**src/rtl/vid_load_pkg.sv**
```systemverilog
package vid_load_pkg;

  // Next phase of a wrapping period counter.
  function automatic int unsigned phase_next(input int unsigned ph, input int unsigned period);
    return (ph + 1 >= period) ? 0 : ph + 1;
  endfunction

  // Address after one word has been consumed.
  function automatic logic [63:0] addr_after(input logic [63:0] cur, input int unsigned step);
    return cur + 64'(step);
  endfunction

  // Words produced by an enable run of n cycles at the given period.
  function automatic int unsigned words_in_run(input int unsigned n, input int unsigned period);
    return (n + period - 1) / period;
  endfunction

endpackage

```
**src/rtl/de_delay_line.sv**
```systemverilog
module de_delay_line #(
  parameter int DEPTH = 3
) (
  input  logic             clk,
  input  logic             rst_n,
  input  logic             d_i,
  output logic [DEPTH-1:0] taps_o
);
  logic [DEPTH-1:0] stage_q;

  generate
    for (genvar i = 0; i < DEPTH; i++) begin : g_stage
      if (i == 0) begin : g_head
        always_ff @(posedge clk) begin
          if (!rst_n) stage_q[0] <= 1'b0;
          else        stage_q[0] <= d_i;
        end
      end else begin : g_body
        always_ff @(posedge clk) begin
          if (!rst_n) stage_q[i] <= 1'b0;
          else        stage_q[i] <= stage_q[i-1];
        end
      end
    end
  endgenerate

  assign taps_o = stage_q;

  // each tap carries the previous tap one cycle later
  generate
    if (DEPTH > 1) begin : g_chk
      tap_shift_chk: assert property (@(posedge clk) disable iff (!rst_n)
        $past(rst_n) |-> (taps_o[1] == $past(taps_o[0])));
    end
  endgenerate
endmodule

```
**src/rtl/load_pacer.sv**
```systemverilog
module load_pacer
  import vid_load_pkg::*;
#(
  parameter int PERIOD = 4
) (
  input  logic clk,
  input  logic rst_n,
  input  logic run_i,
  output logic load_o,
  output logic first_o
);
  localparam int PH_W = (PERIOD > 1) ? $clog2(PERIOD) : 1;

  logic [PH_W-1:0] ph_q;
  logic            run_q;
  logic            load_q;
  logic            first_q;
  logic            slot_open;
  logic            run_start;

  assign slot_open = run_i && (ph_q == '0);
  assign run_start = run_i && !run_q;

  always_ff @(posedge clk) begin
    if (!rst_n) begin
      ph_q    <= '0;
      run_q   <= 1'b0;
      load_q  <= 1'b0;
      first_q <= 1'b0;
    end else begin
      run_q   <= run_i;
      load_q  <= slot_open;
      first_q <= run_start;
      if (run_i) ph_q <= PH_W'(phase_next(int'(ph_q), PERIOD));
      else       ph_q <= '0;
    end
  end

  assign load_o  = load_q;
  assign first_o = first_q;


  first_is_load_chk: assert property (@(posedge clk) disable iff (!rst_n)
    first_o |-> load_o);


  generate
    if (PERIOD > 1) begin : g_pulse_chk
      load_pulse_chk: assert property (@(posedge clk) disable iff (!rst_n)
        load_o |=> !load_o);
    end
  endgenerate
endmodule

```
**src/rtl/vaddr_counter.sv**
```systemverilog
module vaddr_counter
  import vid_load_pkg::*;
#(
  parameter int AW   = 24,
  parameter int STEP = 2
) (
  input  logic          clk,
  input  logic          rst_n,
  input  logic          reload_i,
  input  logic [AW-1:0] base_i,
  input  logic          advance_i,
  output logic [AW-1:0] addr_o
);
  logic [AW-1:0] addr_q;
  logic [AW-1:0] addr_next;

  always_comb begin
    addr_next = addr_q;
    if (reload_i)       addr_next = base_i;
    else if (advance_i) addr_next = AW'(addr_after(64'(addr_q), STEP));
  end

  always_ff @(posedge clk) begin
    if (!rst_n) addr_q <= '0;
    else        addr_q <= addr_next;
  end

  assign addr_o = addr_q;


  addr_step_chk: assert property (@(posedge clk) disable iff (!rst_n)
    $past(rst_n) && $past(advance_i) && !$past(reload_i)
      |-> addr_o == $past(addr_o) + AW'(STEP));


  addr_hold_chk: assert property (@(posedge clk) disable iff (!rst_n)
    $past(rst_n) && !$past(advance_i) && !$past(reload_i) |-> $stable(addr_o));


  addr_reload_chk: assert property (@(posedge clk) disable iff (!rst_n)
    $past(rst_n) && $past(reload_i) |-> addr_o == $past(base_i));
endmodule

```
**src/rtl/pix_delay.sv**
```systemverilog
module pix_delay #(
  parameter int LAT = 18
) (
  input  logic clk,
  input  logic rst_n,
  input  logic pulse_i,
  output logic pulse_o
);
  logic [LAT-1:0] sr_q;

  generate
    for (genvar i = 0; i < LAT; i++) begin : g_tap
      if (i == 0) begin : g_in
        always_ff @(posedge clk) begin
          if (!rst_n) sr_q[0] <= 1'b0;
          else        sr_q[0] <= pulse_i;
        end
      end else begin : g_mid
        always_ff @(posedge clk) begin
          if (!rst_n) sr_q[i] <= 1'b0;
          else        sr_q[i] <= sr_q[i-1];
        end
      end
    end
  endgenerate

  assign pulse_o = sr_q[LAT-1];


  pix_pulse_chk: assert property (@(posedge clk) disable iff (!rst_n)
    pulse_o |=> !pulse_o);
endmodule

```
**src/rtl/dl_word_loader.sv**
```systemverilog
module dl_word_loader #(
  parameter int ADDR_W      = 24,
  parameter int LOAD_LAT    = 4,
  parameter int DETECT_LAT  = 2,
  parameter int LOAD_PERIOD = 4,
  parameter int WORD_BYTES  = 2,
  parameter int PIX_LAT     = 18
) (
  input  logic              clk,
  input  logic              rst_n,
  input  logic              de_i,
  input  logic              frame_start_i,
  input  logic [ADDR_W-1:0] base_i,
  output logic              load_o,
  output logic [ADDR_W-1:0] vaddr_o,
  output logic              first_pix_o
);
  localparam int PIPE_DEPTH = LOAD_LAT - 1;

  logic [PIPE_DEPTH-1:0] de_taps;
  logic                  de_seen;
  logic                  pace_run;
  logic                  load_word;
  logic                  first_word;

  de_delay_line #(.DEPTH(PIPE_DEPTH)) u_sync (
    .clk    (clk),
    .rst_n  (rst_n),
    .d_i    (de_i),
    .taps_o (de_taps)
  );

  assign de_seen  = de_taps[DETECT_LAT-1];
  assign pace_run = de_taps[PIPE_DEPTH-1];

  load_pacer #(.PERIOD(LOAD_PERIOD)) u_pace (
    .clk     (clk),
    .rst_n   (rst_n),
    .run_i   (pace_run),
    .load_o  (load_word),
    .first_o (first_word)
  );

  vaddr_counter #(.AW(ADDR_W), .STEP(WORD_BYTES)) u_addr (
    .clk       (clk),
    .rst_n     (rst_n),
    .reload_i  (frame_start_i),
    .base_i    (base_i),
    .advance_i (load_word),
    .addr_o    (vaddr_o)
  );

  pix_delay #(.LAT(PIX_LAT)) u_pix (
    .clk     (clk),
    .rst_n   (rst_n),
    .pulse_i (first_word),
    .pulse_o (first_pix_o)
  );

  assign load_o = load_word;

  generate
    if (LOAD_LAT == 4 && DETECT_LAT == 2 && LOAD_PERIOD == 4) begin : g_top_chk

      detect_lat_chk: assert property (@(posedge clk) disable iff (!rst_n)
        de_seen |-> $past(de_i, 2));


      first_lat_chk: assert property (@(posedge clk) disable iff (!rst_n)
        first_word |-> load_word && $past(de_i, 4));


      load_src_chk: assert property (@(posedge clk) disable iff (!rst_n)
        load_o |-> $past(de_i, 4));


      load_repeat_chk: assert property (@(posedge clk) disable iff (!rst_n)
        $past(load_o, 4) && $past(de_i, 4) && $past(de_i, 5) && $past(de_i, 6)
          && $past(de_i, 7) |-> load_o);
    end
  endgenerate
endmodule

```
**config.mk**
```make
export PLATFORM = sky130hd
export DESIGN_NAME = dl_word_loader
export DESIGN_NICKNAME = d
export VERILOG_FILES = /design/src/rtl/vid_load_pkg.sv /design/src/rtl/de_delay_line.sv /design/src/rtl/load_pacer.sv /design/src/rtl/vaddr_counter.sv /design/src/rtl/pix_delay.sv /design/src/rtl/dl_word_loader.sv
export SDC_FILE = /design/constraint.sdc
export NUM_CORES = 1
export LEC_CHECK = 0
export CELL_PAD_IN_SITES_DETAIL_PLACEMENT = 0
export CELL_PAD_IN_SITES_GLOBAL_PLACEMENT = 1
export CORE_MARGIN = 4
export CORE_UTILIZATION = 36
export DETAILED_ROUTE_END_ITERATION = 8
export PLACE_DENSITY_LB_ADDON = 0.15
export SKIP_LAST_GASP = 1
export SLEW_MARGIN = 5
export SYNTH_ARGS = -nofsm -noshare
export SYNTH_HDL_FRONTEND = slang
export SYNTH_SLANG_ARGS = --single-unit
```
**constraint.sdc**
```tcl
create_clock -name clk -period 2.4 [get_ports clk]
set_input_delay 0.36 -clock clk [delete_from_list [all_inputs] [get_ports clk]]
set_output_delay 0.36 -clock clk [all_outputs]
set_load 0.005 [all_outputs]
```
# After elaboration in Yosys (flattened, before gate mapping)
# Cells that the tools add are included.
# classes
n_addsub,2
mul,0
div_mod_pow,0
order_cmp,1
eq_ne,0
n_shift,0
n_mux,2
bitwise_logic,2
n_reduce_logical,6
# ops
op,count
24-bit 2-to-1 mux,2
32-bit by 3-bit greater-or-equal comparator with 1-bit output (second input constant),1
24-bit by 2-bit adder with 24-bit output (second input constant),1
2-bit by 1-bit adder with 3-bit output (second input constant),1
3-bit OR reduction,1
1-bit logical AND,2
2-bit zero test,1
1-bit inverter,2
2-bit nonzero test,1
1-bit zero test,1
# totals
reg_bits,50
latch_bits,0
ramBits,0
mem_bits_ro,0
output_inout_bits,26
memories,0

# Longest topological paths before layout
# depth
depth_word,3
mapped_depth,6

# Modules after synthesis
# A second synthesis with hierarchy kept.
# unflattened
hier_cells,232
hier_area_um2,2167.1
# by_module_without_submodules
module,instances,cells_per_inst,area_each_um2
vaddr_counter,1,175,1406.3
pix_delay,1,37,501.7
load_pacer,1,14,180.2
de_delay_line,1,6,78.8

# Worst setup path after synthesis
# OpenSTA, ideal clock, no wires.
# synth_path
path_kind,reg-to-reg
startpoint,"register u_addr.addr_q[1], in the netlist u_addr.addr_o[1]"
endpoint,"register u_addr.addr_q[21], in the netlist u_addr.addr_o[21]"
setup_ns,0.074
arrival_time_ns,1.913
required_ns,2.326
path_slack_ns,0.413
stages_incl_launch_ff,7
period_less_slack_ns,1.987
cell_sequence,dfxtp_1 ha_1 nand4_1 or4_1 buf_2 or4_1 a31oi_1
# synth_between
elab_chain_len,3
# synth_lines
item,line_no,source
from (decl),vaddr_counter.sv:14,logic [AW-1:0] addr_q;
from (signal assigned),vaddr_counter.sv:25,else addr_q <= addr_next;
24-bit by 2-bit adder with 24-bit output,vid_load_pkg.sv:10,return cur + 64'(step);
24-bit 2-to-1 mux,vaddr_counter.sv:20,"else if (advance_i) addr_next = AW'(addr_after(64'(addr_q), STEP));"
24-bit 2-to-1 mux,vaddr_counter.sv:19,if (reload_i) addr_next = base_i;
# No other way between the ends. The select of a mux whose other input is x is not followed.
# A chain may end at the register's enable or synchronous reset.

# Worst setup path after layout
# Ends and elaborated chain as after synthesis.

==> flow_summary.json <==
{
  "timing_worst_setup_path_type": "reg -> reg",
  "cp_slowest_cell": "sky130_fd_sc_hd__or4_1",
  "top_level_ports": 54,
  "clk_latency_ns": 0.30,
  "area_fraction_in_compound_gates_after_synthesis_pct": 15.86,
  "top_cell_type_s_share_of_synthesized_area_pct": 49.38,
  "drv.max_cap_violation_count": 0,
  "ys_seq_area_share_pct": 49.38,
  "cts_hold_buf": 0,
  "syn_avg_cell_area_um2": 9.472,
  "leakage_nw": 0.9898,
  "cts_tree": "yes",
  "drt_iter0_drc": 64,
  "core_region_area_mm2": 0.005473,
  "cts-resized-gates": 0,
  "hold_violation_total_from_the_final_report": 0,
  "finalSetupTns_ns": 0,
  "critPathArrivalTime_ns": 2.44,
  "synth_top_family_by_area": "simple AND/OR/NAND/NOR gates",
  "synth_simple_gate_area_share_pct": 22.41,
  "yosys.cell_types.count": 34,
  "final_setup_vio_count": 0,
  "hpwl_um": 3012,
  "rrSetupSlack_ns": 0.20,
  "worst-slew-pin-transition_ns": 0.4621,
  "final.setup_skew_ns": 0.01148,
  "dr_total_vias": 1665,
  "yosys_warnings": 0,
  "post_drt_wl_per_cell_um": 13.19,
  "maximum_resistive_drop_on_vdd_uv": 262.9,
  "finish.net_count": 293,
  "worst_hold_path_type": "reg -> reg",
  "chipWidth_um": 83.04,
  "synthToLayoutAreaGrowth_pct": 31.85,
  "postLayoutCoreUtil_pct": 48.83,
  "grt_start_max_net_pins": 48,
  "critical-path-top-delay-family": "simple AND/OR/NAND/NOR gates",
  "drc": 0,
  "r2r_start": "u_addr.addr_o[1]$_SDFFE_PN0N_",
  "drt_pass1_iterations": 4,
  "cts_made_buffers": 5,
  "number_of_antenna_violations_at_the_first_check_in_global_routing": 0,
  "htree_num_levels": 2,
  "insertedDiodeCount": 0,
  "synthXorXnorAreaFrac_pct": 3.889,
  "min_from": "u_pace.run_q$_SDFF_PN0_",
  "cts_buffer_depth": 2,
  "first_global_vias": 1521,
  "synth_area_mm2": 0.002027,
  "hold_depth": 1,
  "ys_async_sr_fraction_pct": 0,
  "initial_utilization_pct": 37.04,
  "clock_tree.root_cell": "sky130_fd_sc_hd__clkbuf_8",
  "critical-path-max-stage-delay_ns": 0.70,
  "fp.dieArea_mm2": 0.006895,
  "powerDensity_mw_per_mm2": 587.4,
  "number_of_clock_sinks": 50,
  "timing.critical_path.to_type": "register",
  "route.final.wire_length_um": 4418,
  "netlist_top_cells_area": "sky130_fd_sc_hd__dfxtp_1 49%, sky130_fd_sc_hd__and2_1 6.8%, sky130_fd_sc_hd__o21ai_0 4.9%, sky130_fd_sc_hd__a31oi_1 3.4%, sky130_fd_sc_hd__or4_1 3.3%",
  "floorplan.rows": 27,
  "worst-path-buf-inv": 0,
  "max_freq_mhz": 454.3,
  "synth-main-ff-cell": "sky130_fd_sc_hd__dfxtp_1",
  "route.detailed.vias_per_inst": 4.970,
  "synth_edf_count": 0,
  "worst_r2r_path_depth": 5,
  "synth_fa_ha_area_share_pct": 1.852,
  "final_max_slew_viol_count": 0,
  "reg2reg_to": "u_addr.addr_o[21]$_SDFFE_PN0N_",
  "hold_end": "u_pace.first_o$_SDFF_PN0_",
  "worst-endpoint-required_ns": 2.64,
  "gp_routability_congestion": 0.7171,
  "synthesis.instances": 214,
  "grt_use_total_pct": 12.96,
  "worst-path-max-fanout": 11,
  "min_period_ns": 2.201,
  "drive_gt1_share_pct": 4.943,
  "totalPowerFinal_mw": 1.570,
  "rsz_0062_raised_after_global_routing": "false",
  "critical_path_cell_count": 5,
  "timing.max_slew.rel_slack_pct": 69.19,
  "drtAntennaViolNets": 0,
  "startpoint_type": "register",
  "yosys-mux-area-fraction_pct": 0.9877,
  "outcome": "finished clean",
  "post-route-period-util_pct": 91.72,
  "synth_top_area_cell": "sky130_fd_sc_hd__dfxtp_1",
  "grt_pass1_wl_um": 7300,
  "yosys_register_bits": 50,
  "grt-ovfl-total": 0,
  "cp_cell_sequence": "ha_1, nand4_1, or4_1, or4_1, a31oi_1",
  "post_cts_setup_repair_buffer_count": 0,
  "die_h_um": 83.04,
  "path_clk_slew_ns": 0.10,
  "portBuffers": 53,
  "synthesis.nets": 245,
  "path_common_cell": "sky130_fd_sc_hd__or4_1"
}
cell usage after synthesis, drive strengths merged (6+ instances only):
library cell	count
inv	9
clkbuf	8
o21ai	20
o31ai	8
dfxtp	50
and2	22
nand2	12
a31oi	11
or4	10
nand3	6
state kept, by name (all words and copies together), names as in the netlist:
register        cells
u_sync.taps_o       3
u_pix.pulse_o       1
u_addr.addr_o      24
u_pix.sr_q         17
u_pace.ph_q         2
u_pace.run_q        1
u_pace.load_o       1
u_pace.first_o      1
logic make-up (layout without fill, tap and decap cells):
family	after synthesis	in the layout
AO/OA/AOI/OAI	51	51
flip-flops	50	50
XOR/XNOR	9	9
AND/OR/NAND/NOR	76	76
buffers and inverters	23	72
multiplexers	2	2
adder cells (fa/ha/maj)	3	3
metal layers:
metal	track usage, %	part of all wire (%)	vias up
met5	0	0	-
met4	4.903	1.4	0
met3	4.762	7.0	8
met2	19.75	43	38
met1	16.71	48	757
li1	-	-	862
metrics by stage:
step	instance area [um2]	setup WS [ns]	instances	hold slack, ns
finish	2673	0.1987	335	0.3861
global route	2673	0.01000	335	0.4092
CTS	2673	0.1996	335	0.3910
detailed placement	2582	0.2248	327	0.3769
global placement	2582	0.3040	327	0.3706
floorplan	2027	0.4127	214	0.3682
final cells by class:
class | instances | area [um2]
fillers | 555 | 2800
flip-flops and latches | 50 | 1001
multi-input cells | 141 | 912.1
repair buffers | 55 | 545.5
well taps | 72 | 90.09
clock buffers | 5 | 68.82
inverters | 9 | 33.78
clock inverters | 3 | 21.27
worst max-delay path by stage:
stage	start	to	slack, ns
floorplan	u_addr.addr_o[1]$_SDFFE_PN0N_	u_addr.addr_o[21]$_SDFFE_PN0N_	0.41
CTS	u_addr.addr_o[1]$_SDFFE_PN0N_	u_addr.addr_o[17]$_SDFFE_PN0N_	0.20
global placement	u_addr.addr_o[1]$_SDFFE_PN0N_	u_addr.addr_o[17]$_SDFFE_PN0N_	0.30
finish	u_addr.addr_o[1]$_SDFFE_PN0N_	u_addr.addr_o[21]$_SDFFE_PN0N_	0.20
global route	u_addr.addr_o[1]$_SDFFE_PN0N_	u_addr.addr_o[23]$_SDFFE_PN0N_	0.01
detailed placement	u_addr.addr_o[1]$_SDFFE_PN0N_	u_addr.addr_o[17]$_SDFFE_PN0N_	0.22
report_power, final:
part	internal [mW]	switching (mW)	leakage, nW
clock network	0.205	0.284	0.0441
registers	0.861	0.0370	0.410
logic	0.117	0.0659	0.536
placed cells by master (no fill, tap or decap), drive strengths merged:
master	count
nor2	3
o211a	4
nor3b	1
buf	2
ha	3
mux2i	2
dfxtp	50
or3	4
clkinv	2
clkinvlp	1
nor4	1
a31oi	11
clkbuf	5
a21oi	5
o21ai	20
o21a	1
nor3	5
xor2	4
and2	22
xnor2	5
nand2b	3
and3	1
clkdlybuf4s50	53
nand2	12
inv	9
o31ai	8
nand4	5
and4	2
o311a	2
or4	10
nor2b	1
nand3	6
(Power assumes the default switching activity.)
